<file path="config.mk">
export PLATFORM = sky130hd
export DESIGN_NAME = cmp_toggle_chan
export DESIGN_NICKNAME = d
export VERILOG_FILES = /design/src/rtl/cmp_toggle_chan.sv
export SDC_FILE = /design/constraint.sdc
export NUM_CORES = 1
export LEC_CHECK = 0
export CAP_MARGIN = 20
export CORE_UTILIZATION = 40
export DETAILED_ROUTE_END_ITERATION = 10
export GPL_TIMING_DRIVEN = 1
export PLACE_DENSITY = 0.71
export SLEW_MARGIN = 40
export SYNTH_ARGS = -nofsm -noshare
export SYNTH_HDL_FRONTEND = slang
export SYNTH_SLANG_ARGS = --single-unit
</file>
<file path="constraint.sdc">
create_clock -name clk -period 2.15 [get_ports clk]
set_input_delay 0.43 -clock clk [delete_from_list [all_inputs] [get_ports clk]]
set_output_delay 0.43 -clock clk [all_outputs]
set_load 0.01 [all_outputs]
</file>
<file path="src/rtl/cmp_toggle_chan.sv">
module cmp_toggle_chan #(
  parameter int W = 16
) (
  input  logic         clk,
  input  logic         rst_n,
  input  logic         run,
  input  logic         wr_en,
  input  logic [1:0]   wr_addr,
  input  logic [7:0]   wr_data,
  input  logic [1:0]   rd_addr,
  output logic [7:0]   rd_data,
  output logic [W-1:0] count,
  output logic         tgl_out,
  output logic         irq
);
  localparam logic [1:0] A_LO = 2'd0, A_HI = 2'd1, A_MODE = 2'd2, A_STAT = 2'd3;

  logic [W-1:0] cmp, count_nxt;
  logic arm, mat, tgl, ien, flag, hit, clr;

  assign count_nxt = count + 1'b1;
  assign hit = run && (count_nxt == cmp) && arm && mat;
  assign clr = wr_en && (wr_addr == A_STAT) && !wr_data[0];
  assign irq = flag && ien;

  always_ff @(posedge clk) begin
    if (!rst_n) begin
      count   <= '0;
      cmp     <= '0;
      {arm, mat, tgl, ien} <= 4'b0;
      flag    <= 1'b0;
      tgl_out <= 1'b0;
    end else begin
      if (run) count <= count_nxt;
      if (hit) flag <= 1'b1;
      else if (clr) flag <= 1'b0;
      if (hit && tgl) tgl_out <= !tgl_out;
      if (wr_en) begin
        case (wr_addr)
          A_LO:   begin cmp[7:0] <= wr_data; arm <= 1'b0; end
          A_HI:   begin cmp[W-1:8] <= wr_data[W-9:0]; arm <= 1'b1; end
          A_MODE: {arm, mat, tgl, ien} <= wr_data[3:0];
          default: ;
        endcase
      end
    end
  end

  always_comb begin
    case (rd_addr)
      A_LO:    rd_data = cmp[7:0];
      A_HI:    rd_data = cmp[W-1:8];
      A_MODE:  rd_data = {4'b0, arm, mat, tgl, ien};
      default: rd_data = {7'b0, flag};
    endcase
  end
endmodule


</file>
; ---- Word level (Yosys, flattened, before mapping)
; Cells that the tools add are included.
[word_totals]
register_bits = 38
[op_classes]
muxes = 4
n_reduce_logical = 17
add_sub_neg = 1
eq_ne = 6
[ops]
columns = operator, count
row1 = $pmux 8 s3, 1
row2 = $add 16x1->16 const B, 1
row3 = $eq 16x16->1, 1
row4 = $reduce_and 2->1, 4
row5 = $logic_and 1x1->1, 7
row6 = $eq 2x2->1 const B, 3
row7 = $eq 2x1->1 const B, 2
row8 = $logic_not 2->1, 2
row9 = $pmux 1 s3, 1
row10 = $reduce_bool 3->1, 1
row11 = $logic_not 1->1, 2
row12 = $mux 1, 2
row13 = $reduce_bool 2->1, 1

; ---- Longest topological paths before layout
; Gate-level depths: netlist (run 1).
[logic_depth]
word_depth = 6
depth_mapped = 9
mapped_depth_nobuf = 8

; ---- Worst setup path before layout (run 1)
; OpenSTA, ideal clock, no wires.
[synth_timing]
path_kind = register -> register
startpoint = register count[0]
endpoint = register tgl_out
required_ps = 2031
path_stages_with_launch = 8
t_arrival_ps = 1954
setup_time_ps = 119
path_buffers = 0
path_slack_ps = 78
period_less_slack_ps = 2072
cell_sequence = dfxtp_1 > ha_1 > xor2_1 > xnor2_4 > nand3_1 > a2111oi_4 > nand3_1 > mux2i_1
[synth_via]
elab_chain_cells = 6
[synth_rtl]
columns = element, line_no
row1 = "start, declared", 12  ; output logic [W-1:0] count,
row2 = "start signal, assigned", 34  ; if (run) count <= count_nxt;
row3 = $add 16x1->16, 21  ; assign count_nxt = count + 1'b1;
row4 = $eq 16x16->1, 22  ; assign hit = run && (count_nxt == cmp) && arm && mat;
row5 = $logic_and 1x1->1 (3 in a row), 22
row6 = $logic_and 1x1->1, 37  ; if (hit && tgl) tgl_out <= !tgl_out;
row7 = "end signal, assigned", 37
row8 = "end, declared", 13  ; output logic tgl_out,
; No other way between the ends.
; A chain may end at the register's enable or synchronous reset.

; ---- Worst setup path after layout (run 1)
[layout_timing]
startpoint = input rd_addr[0]
endpoint = output rd_data[0]
[layout_via]
elab_chain_cells = 2
elab_cells_between_ends = 4
classes_between = eq/ne: 2 / mux: 1 / reduce/logical: 1
[layout_rtl]
columns = element, line_no
row1 = "start, declared", 10  ; input logic [1:0] rd_addr,
row2 = "$eq 2x2->1, or another cell as far along", 50  ; case (rd_addr)
row3 = $pmux 8 s3 *, 50
row4 = "end, declared", 11  ; output logic [7:0] rd_data,
; Every way passes the cells marked *; elsewhere a longest branch is shown, timed or not.

==> results of run 1 <==
==> final cells by class <==
| type | instances | area share (%) |
|---|---|---|
| clock buffers | 6 | 2.710 |
| clock inverters | 2 | 1.971 |
| inverters | 2 | 0.2464 |
| multi-input cells | 217 | 48.38 |
| flip-flops and latches | 38 | 25.01 |
| well taps | 72 | 2.957 |
| repair buffers | 62 | 18.73 |
==> cell families (layout without fill, tap and decap cells) <==
group                    after synthesis  after routing  share of synthesized area (%)
flip-flops                            38             38                          32.90
multiplexers                          10             10                          4.870
AND/OR/NAND/NOR                      128            128                          28.95
adder cells (fa/ha/maj)                5              5                          2.706
AO/OA/AOI/OAI                         44             44                          14.56
XOR/XNOR                              30             30                          12.18
buffers and inverters                 19             72                          3.842
==> through the flow <==
step,worst slack (ns),area [um2],util (%),cells
2_1_floorplan,0.07764,2312,-,274
3_3_place_gp,-0.3324,2889,52.15,391
3_5_place_dp,-0.3279,2889,52.15,391
4_1_cts,0.03534,3037,54.81,399
5_1_grt,0.009884,3047,54.99,399
6_report,0.04786,3047,54.99,399
==> state kept, by name (all words and copies together), names as in the netlist <==
name / cells
arm: 1
tgl_out: 1
tgl: 1
cmp: 16
count: 16
flag: 1
mat: 1
ien: 1
==> power breakdown <==
group          switching [mW]  internal (mW)
Sequential             0.0179          0.720
Combinational          0.0959          0.103
Clock                   0.262          0.495
Total                   0.376           1.32
==> what timing repair did <==
item / CTS / global route
endpoints found under the hold margin: 0 / 0
gates resized for setup: 7 / 3
endpoints found under the setup margin: 8 / 2
==> tightest hold or removal path, stage by stage, from the launching register on <==
cell and delay (ns):
sky130_fd_sc_hd__dfxtp_1 0.32, sky130_fd_sc_hd__nand2_1 0.05, sky130_fd_sc_hd__mux2i_1 0.06
==> path summary, 6_finish.rpt <==
kind | startpoint | to | slack [ns] | cells past startpoint
max reg2reg | count[0]$_SDFFE_PN0P_ | tgl_out$_SDFFE_PN0P_ | 0.15 | 7
max | rd_addr[0] | rd_data[0] | 0.05 | 3
min | tgl_out$_SDFFE_PN0P_ | tgl_out$_SDFFE_PN0P_ | 0.49 | 2
min reg2reg | tgl_out$_SDFFE_PN0P_ | tgl_out$_SDFFE_PN0P_ | 0.49 | 2
==> Yosys cell counts, types with 2 or more instances <==
library cell               number
sky130_fd_sc_hd__dfxtp_1       38
sky130_fd_sc_hd__nand2_1       38
sky130_fd_sc_hd__nand3_1       29
sky130_fd_sc_hd__a21boi_0      19
sky130_fd_sc_hd__xnor2_1       18
sky130_fd_sc_hd__and2_1        12
sky130_fd_sc_hd__clkbuf_1      12
sky130_fd_sc_hd__xor2_1        11
sky130_fd_sc_hd__nor2_1        10
sky130_fd_sc_hd__mux2i_1        9
sky130_fd_sc_hd__nand4_1        8
sky130_fd_sc_hd__o21ai_0        7
sky130_fd_sc_hd__nand2b_1       6
sky130_fd_sc_hd__ha_1           5
sky130_fd_sc_hd__nor2b_1        5
sky130_fd_sc_hd__nor3_1         5
sky130_fd_sc_hd__a31oi_1        3
sky130_fd_sc_hd__a21boi_1       2
sky130_fd_sc_hd__a21oi_1        2
sky130_fd_sc_hd__and3_1         2
sky130_fd_sc_hd__and4_1         2
sky130_fd_sc_hd__buf_2          2
sky130_fd_sc_hd__buf_4          2
sky130_fd_sc_hd__inv_1          2
sky130_fd_sc_hd__nor3_2         2
sky130_fd_sc_hd__nor3b_1        2
sky130_fd_sc_hd__nor4_1         2
sky130_fd_sc_hd__o211ai_1       2
sky130_fd_sc_hd__o21a_1         2
sky130_fd_sc_hd__o311a_1        2
==> layer usage <==
metal	up-vias	wire length, um	GRT usage [%]
met5	-	0	0
met3	7	212	4.070
met4	0	50	4.815
li1	1059	-	-
met2	51	2678	34.34
met1	968	2708	25.43
==> results.sh, run 1 <==
export IMPL_fin_worst_skew_ns=0.003485
export IMPL_cts_repair_timing_setup_buffer_count=0
export IMPL_timing_critical_path_from_type="input pin"
export IMPL_route_detailed_vias_per_inst=5.226
export IMPL_fp_dieH_um=78.03
export IMPL_drive_gt1_share_pct=14.07
export IMPL_avgSynthCellArea_um2=8.439
export IMPL_maximum_number_of_pins_on_one_net_before_global_route_repair=40
export IMPL_postCtsHoldBufs=0
export IMPL_power_total_mw=1.694
export IMPL_maxSlewViolCount=0
export IMPL_yosys_register_bits=38
export IMPL_htreeDepth=2
export IMPL_clock_tree_from_tritoncts="built"
export IMPL_hold_wc_path_type="flop to flop"
export IMPL_core_region_area_mm2=0.005540
export IMPL_layout_min_cycle_time_ns=2.102
export IMPL_areaGrowthSynthToFinish_pct=31.76
export IMPL_crit_path_top_delay_cell="sky130_fd_sc_hd__mux4_2"
export IMPL_detail_route_wirelength_um=5650
export IMPL_timing_critical_path_arrival_ns=1.67
export IMPL_globalRouteOverflowTotal=0
export IMPL_post_synth_main_area_contributors="sky130_fd_sc_hd__dfxtp_1, sky130_fd_sc_hd__xnor2_1, sky130_fd_sc_hd__nand3_1"
export IMPL_synth_enable_flop_cells=0
export IMPL_status="finished clean"
export IMPL_grt_pass1_vias=1992
export IMPL_grt_setup_unrepaired="false"
export IMPL_buffer_ports_inserted=41
export IMPL_synthesis_yosys_warnings=0
export IMPL_powerDensity_mw_per_mm2=556.0
export IMPL_dieWidth_um=78.03
export IMPL_synth_nets=295
export IMPL_timing_worst_setup_path_type="input pin to output port"
export IMPL_clock_sinks=38
export IMPL_detail_route_first_pass_iterations=7
export IMPL_number_of_antenna_violations_at_the_first_check_in_global_routing=0
export IMPL_async_flop_share_pct=0
export IMPL_std_cell_rows=27
export IMPL_path_max_fanout=4
export IMPL_n_antenna_cell=0
export IMPL_ant_nets=0
export IMPL_yosysTopAreaCell="sky130_fd_sc_hd__dfxtp_1"
export IMPL_hold_viol=0
export IMPL_grt_total_usage_pct=19.92
export IMPL_detailedRoute_firstIterationViolations=100
export IMPL_insertion_delay_ns=0.29
export IMPL_ys_dominant_reg_cell="sky130_fd_sc_hd__dfxtp_1"
export IMPL_cellLeakagePower_nw=1.094
export IMPL_synth_cell_types=43
export IMPL_post_synth_inst_count=274
export IMPL_post_drt_wl_per_cell_um=14.16
export IMPL_worstMarginPinSlew_ns=0.4642
export IMPL_number_of_fill_cells=534
export IMPL_clock_tree_buffer_depth=2
export IMPL_synthDominantCellAreaShare_pct=32.90
export IMPL_worst_ep_required_time_ns=1.72
export IMPL_timing_critical_path_cells="clkdlybuf4s15_2 > mux4_2 > clkdlybuf4s50_1"
export IMPL_grt_first_pass_wirelength_um=9425
export IMPL_total_clock_buffers_created_by_cts=5
export IMPL_whs_ns=0.4859
export IMPL_worst_path_largest_cell_delay_ns=0.52
export IMPL_max_cap_viol_count=0
export IMPL_slew_headroom_pct=68.77
export IMPL_finalSetupViolations=0
export IMPL_num_vias=2085
export IMPL_design_final_nets=347
export IMPL_gpl_final_weighted_congestion=0.8407
export IMPL_timing_fmax_mhz=475.7
export IMPL_fin_tns_setup_ns=0
export IMPL_seq_area_um2=762.0
export IMPL_vdd_drop_max_uv=326.1
export IMPL_mostFrequentLayoutCells="sky130_fd_sc_hd__clkdlybuf4s50_1, sky130_fd_sc_hd__nand2_1, sky130_fd_sc_hd__dfxtp_1"
export IMPL_worst_path_dominant_cell_family="buffers and inverters"
export IMPL_multi_input_area_mm2=0.001474
export IMPL_die_area_mm2=0.006089
export IMPL_yosysSeqAreaShare_pct=32.90
export IMPL_layout_worst_path_cycle_share_pct=97.77
export IMPL_mostFrequentLayoutCell="sky130_fd_sc_hd__clkdlybuf4s50_1"
export IMPL_dp_hpwl_um=4307
export IMPL_clkTransAtPathRegs_ns=0.08
export IMPL_worst_path_buf_inv=2
export IMPL_clockRootBuffer="sky130_fd_sc_hd__clkbuf_8"
export IMPL_drc=0
export IMPL_synth_area_mm2=0.002312
export IMPL_cp_end_kind="output port"
export IMPL_io_pin_count=42
export IMPL_initial_core_util_pct=41.73
No activity file was read; power rests on OpenSTA's default activity.
==> inputs of run 2 (changes only) <==
Settings changed: GPL_TIMING_DRIVEN 1 to default, SKIP_LAST_GASP from default to 1.
==> results.sh, run 2 (synthesized netlist as in run 1, its figures left out) <==
export IMPL_crit_path_top_delay_cell="sky130_fd_sc_hd__clkdlybuf4s50_1"
export IMPL_areaGrowthSynthToFinish_pct=31.49
export IMPL_drive_gt1_share_pct=14.07
export IMPL_io_pin_count=42
export IMPL_combinationalPowerShare_pct=11.7
export IMPL_worst_path_buf_inv=2
export IMPL_grt_total_usage_pct=19.89
export IMPL_n_antenna_cell=0
export IMPL_drc=0
export IMPL_grt_pass1_vias=1989
export IMPL_max_cap_viol_count=0
export IMPL_number_of_antenna_violations_at_the_first_check_in_global_routing=0
export IMPL_core_region_area_mm2=0.005540
export IMPL_worstMarginPinSlew_ns=0.4618
export IMPL_worstHoldPathCells=2
export IMPL_post_drt_wl_per_cell_um=14.13
export IMPL_layout_worst_path_cycle_share_pct=97.46
export IMPL_mostFrequentLayoutCells="sky130_fd_sc_hd__clkdlybuf4s50_1, sky130_fd_sc_hd__nand2_1, sky130_fd_sc_hd__dfxtp_1"
export IMPL_std_cell_rows=27
export IMPL_p_sw_uw=380.4
export IMPL_hold_viol=0
export IMPL_htreeDepth=2
export IMPL_fin_tns_setup_ns=0
export IMPL_vdd_drop_max_uv=328.1
export IMPL_postCtsHoldBufs=0
export IMPL_globalRouteOverflowTotal=0
export IMPL_dieWidth_um=78.03
export IMPL_final_critical_path_setup_slack_ns=0.05461
export IMPL_status="finished clean"
export IMPL_initial_core_util_pct=41.73
export IMPL_hold_wc_path_type="flop to flop"
export IMPL_die_area_mm2=0.006089
export IMPL_reg_largest_list="cmp: 16 flops, count: 16 flops"
export IMPL_worst_path_largest_cell_delay_ns=0.59
export IMPL_cell_internal_pwr_mw=1.318
export IMPL_clkPwrFrac_pct=44.8
export IMPL_number_of_fill_cells=536
export IMPL_detail_route_first_pass_iterations=5
export IMPL_grt_first_pass_wirelength_um=9411
export IMPL_multi_input_area_mm2=0.001474
export IMPL_maximum_number_of_pins_on_one_net_before_global_route_repair=40
export IMPL_rr_worst_depth=7
export IMPL_clock_tree_buffer_depth=2
export IMPL_hold_path_end="tgl_out$_SDFFE_PN0P_"
export IMPL_total_clock_buffers_created_by_cts=5
export IMPL_dp_hpwl_um=4307
export IMPL_regToRegSetupSlack_ns=0.15
export IMPL_layout_min_cycle_time_ns=2.095
export IMPL_fin_worst_skew_ns=0.003970
export IMPL_mostFrequentLayoutCell="sky130_fd_sc_hd__clkdlybuf4s50_1"
export IMPL_netSwitchingFraction_pct=22.40
export IMPL_timing_critical_path_from_type="input pin"
export IMPL_crit_reg2reg_capture="tgl_out$_SDFFE_PN0P_"
export IMPL_timing_critical_path_arrival_ns=1.67
export IMPL_timing_critical_path_cells="clkdlybuf4s15_2 > mux2i_1 > o21ai_0 > clkdlybuf4s50_1"
export IMPL_power_sequential_fraction_pct=43.4
export IMPL_detail_route_wirelength_um=5637
export IMPL_clkTransAtPathRegs_ns=0.08
export IMPL_powerDensity_mw_per_mm2=558.5
export IMPL_buffer_ports_inserted=41
export IMPL_reg2reg_from="count[0]$_SDFFE_PN0P_"
export IMPL_cp_end_kind="output port"
export IMPL_grt_setup_unrepaired="false"
export IMPL_whs_ns=0.4860
export IMPL_design_final_nets=347
export IMPL_path_max_fanout=7
export IMPL_clock_sinks=38
export IMPL_num_vias=2090
export IMPL_slew_headroom_pct=68.93
export IMPL_timing_worst_setup_path_type="input pin to output port"
export IMPL_finalSetupViolations=0
export IMPL_ant_nets=0
export IMPL_timing_fmax_mhz=477.2
export IMPL_route_detailed_vias_per_inst=5.238
export IMPL_insertion_delay_ns=0.29
export IMPL_detailedRoute_firstIterationViolations=85
export IMPL_gpl_final_weighted_congestion=0.8407
export IMPL_worst_path_dominant_cell_family="buffers and inverters"
export IMPL_worst_ep_required_time_ns=1.72
export IMPL_maxSlewViolCount=0
export IMPL_fp_dieH_um=78.03
export IMPL_cellLeakagePower_nw=1.093
export IMPL_clock_tree_from_tritoncts="built"
export IMPL_final_core_utilization_pct=54.88
export IMPL_seq_area_um2=762.0
export IMPL_detailedPlace_worstSlack_ns=-0.3279
export IMPL_hold_path_startpoint="tgl_out$_SDFFE_PN0P_"
export IMPL_clockRootBuffer="sky130_fd_sc_hd__clkbuf_8"
run 2: cell types whose count changed in the layout (fill, tap and decap cells not counted), sizes merged:
cell           before  now
clkdlybuf4s15       2    1
clkbuf              6    7
run 2: layout make-up:
cell class / count / area share, %
multi-input cells: 217 / 48.48
flip-flops and latches: 38 / 25.06
repair buffers: 62 / 18.56
well taps: 72 / 2.963
clock buffers: 6 / 2.716
clock inverters: 2 / 1.975
inverters: 2 / 0.2469
run 2: how the worst max path moves through the flow:
| stage | from | endpoint | slack, ns | cells past startpoint |
|---|---|---|---|---|
| global placement | rd_addr[0] | rd_data[0] | -0.33 | 3 |
| floorplan | count[0]$_SDFFE_PN0P_ | tgl_out$_SDFFE_PN0P_ | 0.08 | 7 |
| global route | rd_addr[1] | rd_data[2] | 0.01 | 4 |
| CTS | rd_addr[0] | rd_data[0] | -0.02 | 3 |
| finish | rd_addr[1] | rd_data[2] | 0.05 | 4 |
| detailed placement | rd_addr[0] | rd_data[0] | -0.33 | 3 |
run 2: metrics by stage:
step | total power, mW | std cells | cell area (um2)
2_1_floorplan | 0.8605 | 274 | 2312
3_3_place_gp | 0.9494 | 391 | 2889
3_5_place_dp | 0.9528 | 391 | 2889
4_1_cts | 1.710 | 399 | 3035
5_1_grt | 1.772 | 399 | 3040
6_report | 1.698 | 399 | 3040
run 2: routing by layer:
metal | track usage [%] | vias to the layer above | part of all wire, %
li1 | - | 1056 | -
met1 | 25.36 | 973 | 47
met2 | 34.34 | 53 | 48
met3 | 4.070 | 8 | 4.2
met4 | 4.815 | 0 | 1.0
met5 | 0 | - | 0
run 2: timing repair:
action                                  4_1_cts  5_1_grt
resized for setup                             6        4
endpoints found under the setup margin        8        7
buffers inserted                              0        0
run 2: power groups by stage:
| stage | Clock (mW) | Combinational [mW] | Sequential, mW |
|---|---|---|---|
| final | 0.761 | 0.199 | 0.738 |
| after global routing | 0.813 | 0.219 | 0.740 |
| after CTS | 0.774 | 0.199 | 0.737 |
| after detailed placement | 0 | 0.199 | 0.754 |
| after global placement | 0 | 0.196 | 0.753 |
| after floorplan | 0 | 0.107 | 0.753 |
run 2: worst reg2reg max path, cell delays in order, from the launching register on:
cell and delay [ns]:
sky130_fd_sc_hd__dfxtp_1 0.34, sky130_fd_sc_hd__ha_2 0.24, sky130_fd_sc_hd__nand3_2 0.12, sky130_fd_sc_hd__nor4_1 0.44, sky130_fd_sc_hd__o221ai_2 0.17, sky130_fd_sc_hd__a2111oi_4 0.31
sky130_fd_sc_hd__nand3_1 0.14, sky130_fd_sc_hd__mux2i_1 0.14
==> inputs of run 3 (changes only) <==
Settings changed: CORE_MARGIN from default to 10.
==> results.sh, run 3 (synthesized netlist as in run 1, its figures left out) <==
export IMPL_total_clock_buffers_created_by_cts=5
export IMPL_post_drt_wl_per_cell_um=14.90
export IMPL_grt_setup_unrepaired="true"
export IMPL_fin_worst_skew_ns=0.007110
export IMPL_dp_hpwl_um=4669
export IMPL_drc=0
export IMPL_clkTransAtPathRegs_ns=0.08
export IMPL_hold_path_startpoint="tgl_out$_SDFFE_PN0P_"
export IMPL_seq_area_um2=762.0
export IMPL_route_detailed_vias_per_inst=5.322
export IMPL_grt_pass1_vias=2142
export IMPL_htreeDepth=2
export IMPL_fp_dieH_um=96.03
export IMPL_worstMarginPinSlew_ns=0.4144
export IMPL_grt_total_usage_pct=13.19
export IMPL_cellLeakagePower_nw=1.130
export IMPL_die_area_mm2=0.009222
export IMPL_whs_ns=0.4835
export IMPL_timing_fmax_mhz=503.7
export IMPL_clockRootBuffer="sky130_fd_sc_hd__clkbuf_8"
export IMPL_clock_tree_from_tritoncts="built"
export IMPL_powerDensity_mw_per_mm2=547.4
export IMPL_grt_first_pass_wirelength_um=9839
export IMPL_number_of_antenna_violations_at_the_first_check_in_global_routing=0
export IMPL_cts_repair_timing_setup_buffer_count=0
export IMPL_gpl_final_weighted_congestion=0.8319
export IMPL_clock_sinks=38
export IMPL_status="finished clean"
export IMPL_timing_worst_setup_path_type="flop to flop"
export IMPL_buffer_ports_inserted=41
export IMPL_cp_end_kind="flop"
export IMPL_detailed_place_area_mm2=0.002874
export IMPL_areaGrowthSynthToFinish_pct=30.79
export IMPL_worst_ep_required_time_ns=2.33
export IMPL_initial_core_util_pct=41.48
export IMPL_layout_min_cycle_time_ns=1.985
export IMPL_detail_route_wirelength_um=5914
export IMPL_slew_headroom_pct=72.29
export IMPL_multi_input_area_mm2=0.001479
export IMPL_insertion_delay_ns=0.29
export IMPL_hold_wc_path_type="flop to flop"
export IMPL_ant_nets=0
export IMPL_reg_largest_list="cmp: 16 flops, count: 16 flops"
export IMPL_critPathLaunch="count[1]$_SDFFE_PN0P_"
export IMPL_design_final_nets=345
export IMPL_maximum_number_of_pins_on_one_net_before_global_route_repair=40
export IMPL_detail_route_first_pass_iterations=4
export IMPL_vdd_drop_max_uv=331.6
export IMPL_dieWidth_um=96.03
export IMPL_globalRouteOverflowTotal=0
export IMPL_max_cap_viol_count=0
export IMPL_n_antenna_cell=0
export IMPL_ctsResizeCount=12
export IMPL_final_core_utilization_pct=54.25
export IMPL_finalSetupViolations=0
export IMPL_timing_critical_path_from_type="flop"
export IMPL_drive_gt1_share_pct=13.23
export IMPL_reg2reg_from="count[1]$_SDFFE_PN0P_"
export IMPL_hold_viol=0
export IMPL_path_max_fanout=6
export IMPL_core_region_area_mm2=0.005574
export IMPL_mostFrequentLayoutCell="sky130_fd_sc_hd__nand2_1"
export IMPL_mostFrequentLayoutCells="sky130_fd_sc_hd__nand2_1, sky130_fd_sc_hd__dfxtp_1, sky130_fd_sc_hd__clkdlybuf4s50_1"
export IMPL_layout_worst_path_cycle_share_pct=92.34
export IMPL_io_pin_count=42
export IMPL_std_cell_rows=27
export IMPL_detailedRoute_firstIterationViolations=72
export IMPL_num_vias=2113
export IMPL_number_of_fill_cells=535
export IMPL_fin_tns_setup_ns=0
export IMPL_postCtsHoldBufs=0
export IMPL_clock_tree_buffer_depth=2
export IMPL_maxSlewViolCount=0
export IMPL_power_total_mw=1.655
export IMPL_final_area_mm2=0.003024
export IMPL_timing_critical_path_arrival_ns=2.17
-- run 3: cell count changes in the layout (fill, tap and decap cells not counted), sizes merged --
cell	before	now
dlymetal6s2s	0	1
dlygate4sd2	0	9
clkdlybuf4s50	39	31
clkbuf	7	5
buf	21	19
clkinv	0	1
clkdlybuf4s15	1	0
-- run 3: critical path, stage by stage (launching register included) --
cell and delay, ns:
sky130_fd_sc_hd__dfxtp_1 0.35, sky130_fd_sc_hd__ha_2 0.25, sky130_fd_sc_hd__xor2_1 0.36, sky130_fd_sc_hd__xnor2_4 0.15, sky130_fd_sc_hd__nand3_1 0.13, sky130_fd_sc_hd__a2111oi_4 0.36
sky130_fd_sc_hd__nand3_1 0.15, sky130_fd_sc_hd__mux2i_1 0.14
-- run 3: area by class of cell --
cell class                      instances  share of cell area [%]
Multi-Input combinational cell        217                   48.90
Timing Repair Buffer                   60                   18.12
Sequential cell                        38                   25.20
Inverter                                2                  0.2482
Clock buffer                            5                   2.276
Clock inverter                          3                   2.276
Tap cell                               72                   2.979
-- run 3: stage by stage --
step,setup slack [ns],instances
6_report,0.1646,397
5_1_grt,-0.007669,397
4_1_cts,-0.005596,397
3_5_place_dp,-0.2816,389
3_3_place_gp,-0.2922,389
2_1_floorplan,0.07764,274
-- run 3: metal layers --
layer	global-route usage [%]	vias up	part of all wire [%]
met2	23.49	51	49
met3	3.346	4	6.1
met4	2.088	0	0.27
li1	-	1053	-
met5	0	-	0
met1	15.77	1005	44
-- run 3: worst paths after layout --
path / end / slack (ns) / depth (start not counted)
setup / recovery: tgl_out$_SDFFE_PN0P_ / 0.16 / 7
hold reg to reg: tgl_out$_SDFFE_PN0P_ / 0.48 / 2
hold / removal: tgl_out$_SDFFE_PN0P_ / 0.48 / 2
setup reg to reg: tgl_out$_SDFFE_PN0P_ / 0.16 / 7
-- run 3: where the power goes --
part	total [mW]	leakage [nW]	internal, mW	switching [mW]
registers	0.738	0.308	0.720	0.0177
logic	0.196	0.753	0.0995	0.0962
clock network	0.722	0.0683	0.465	0.257
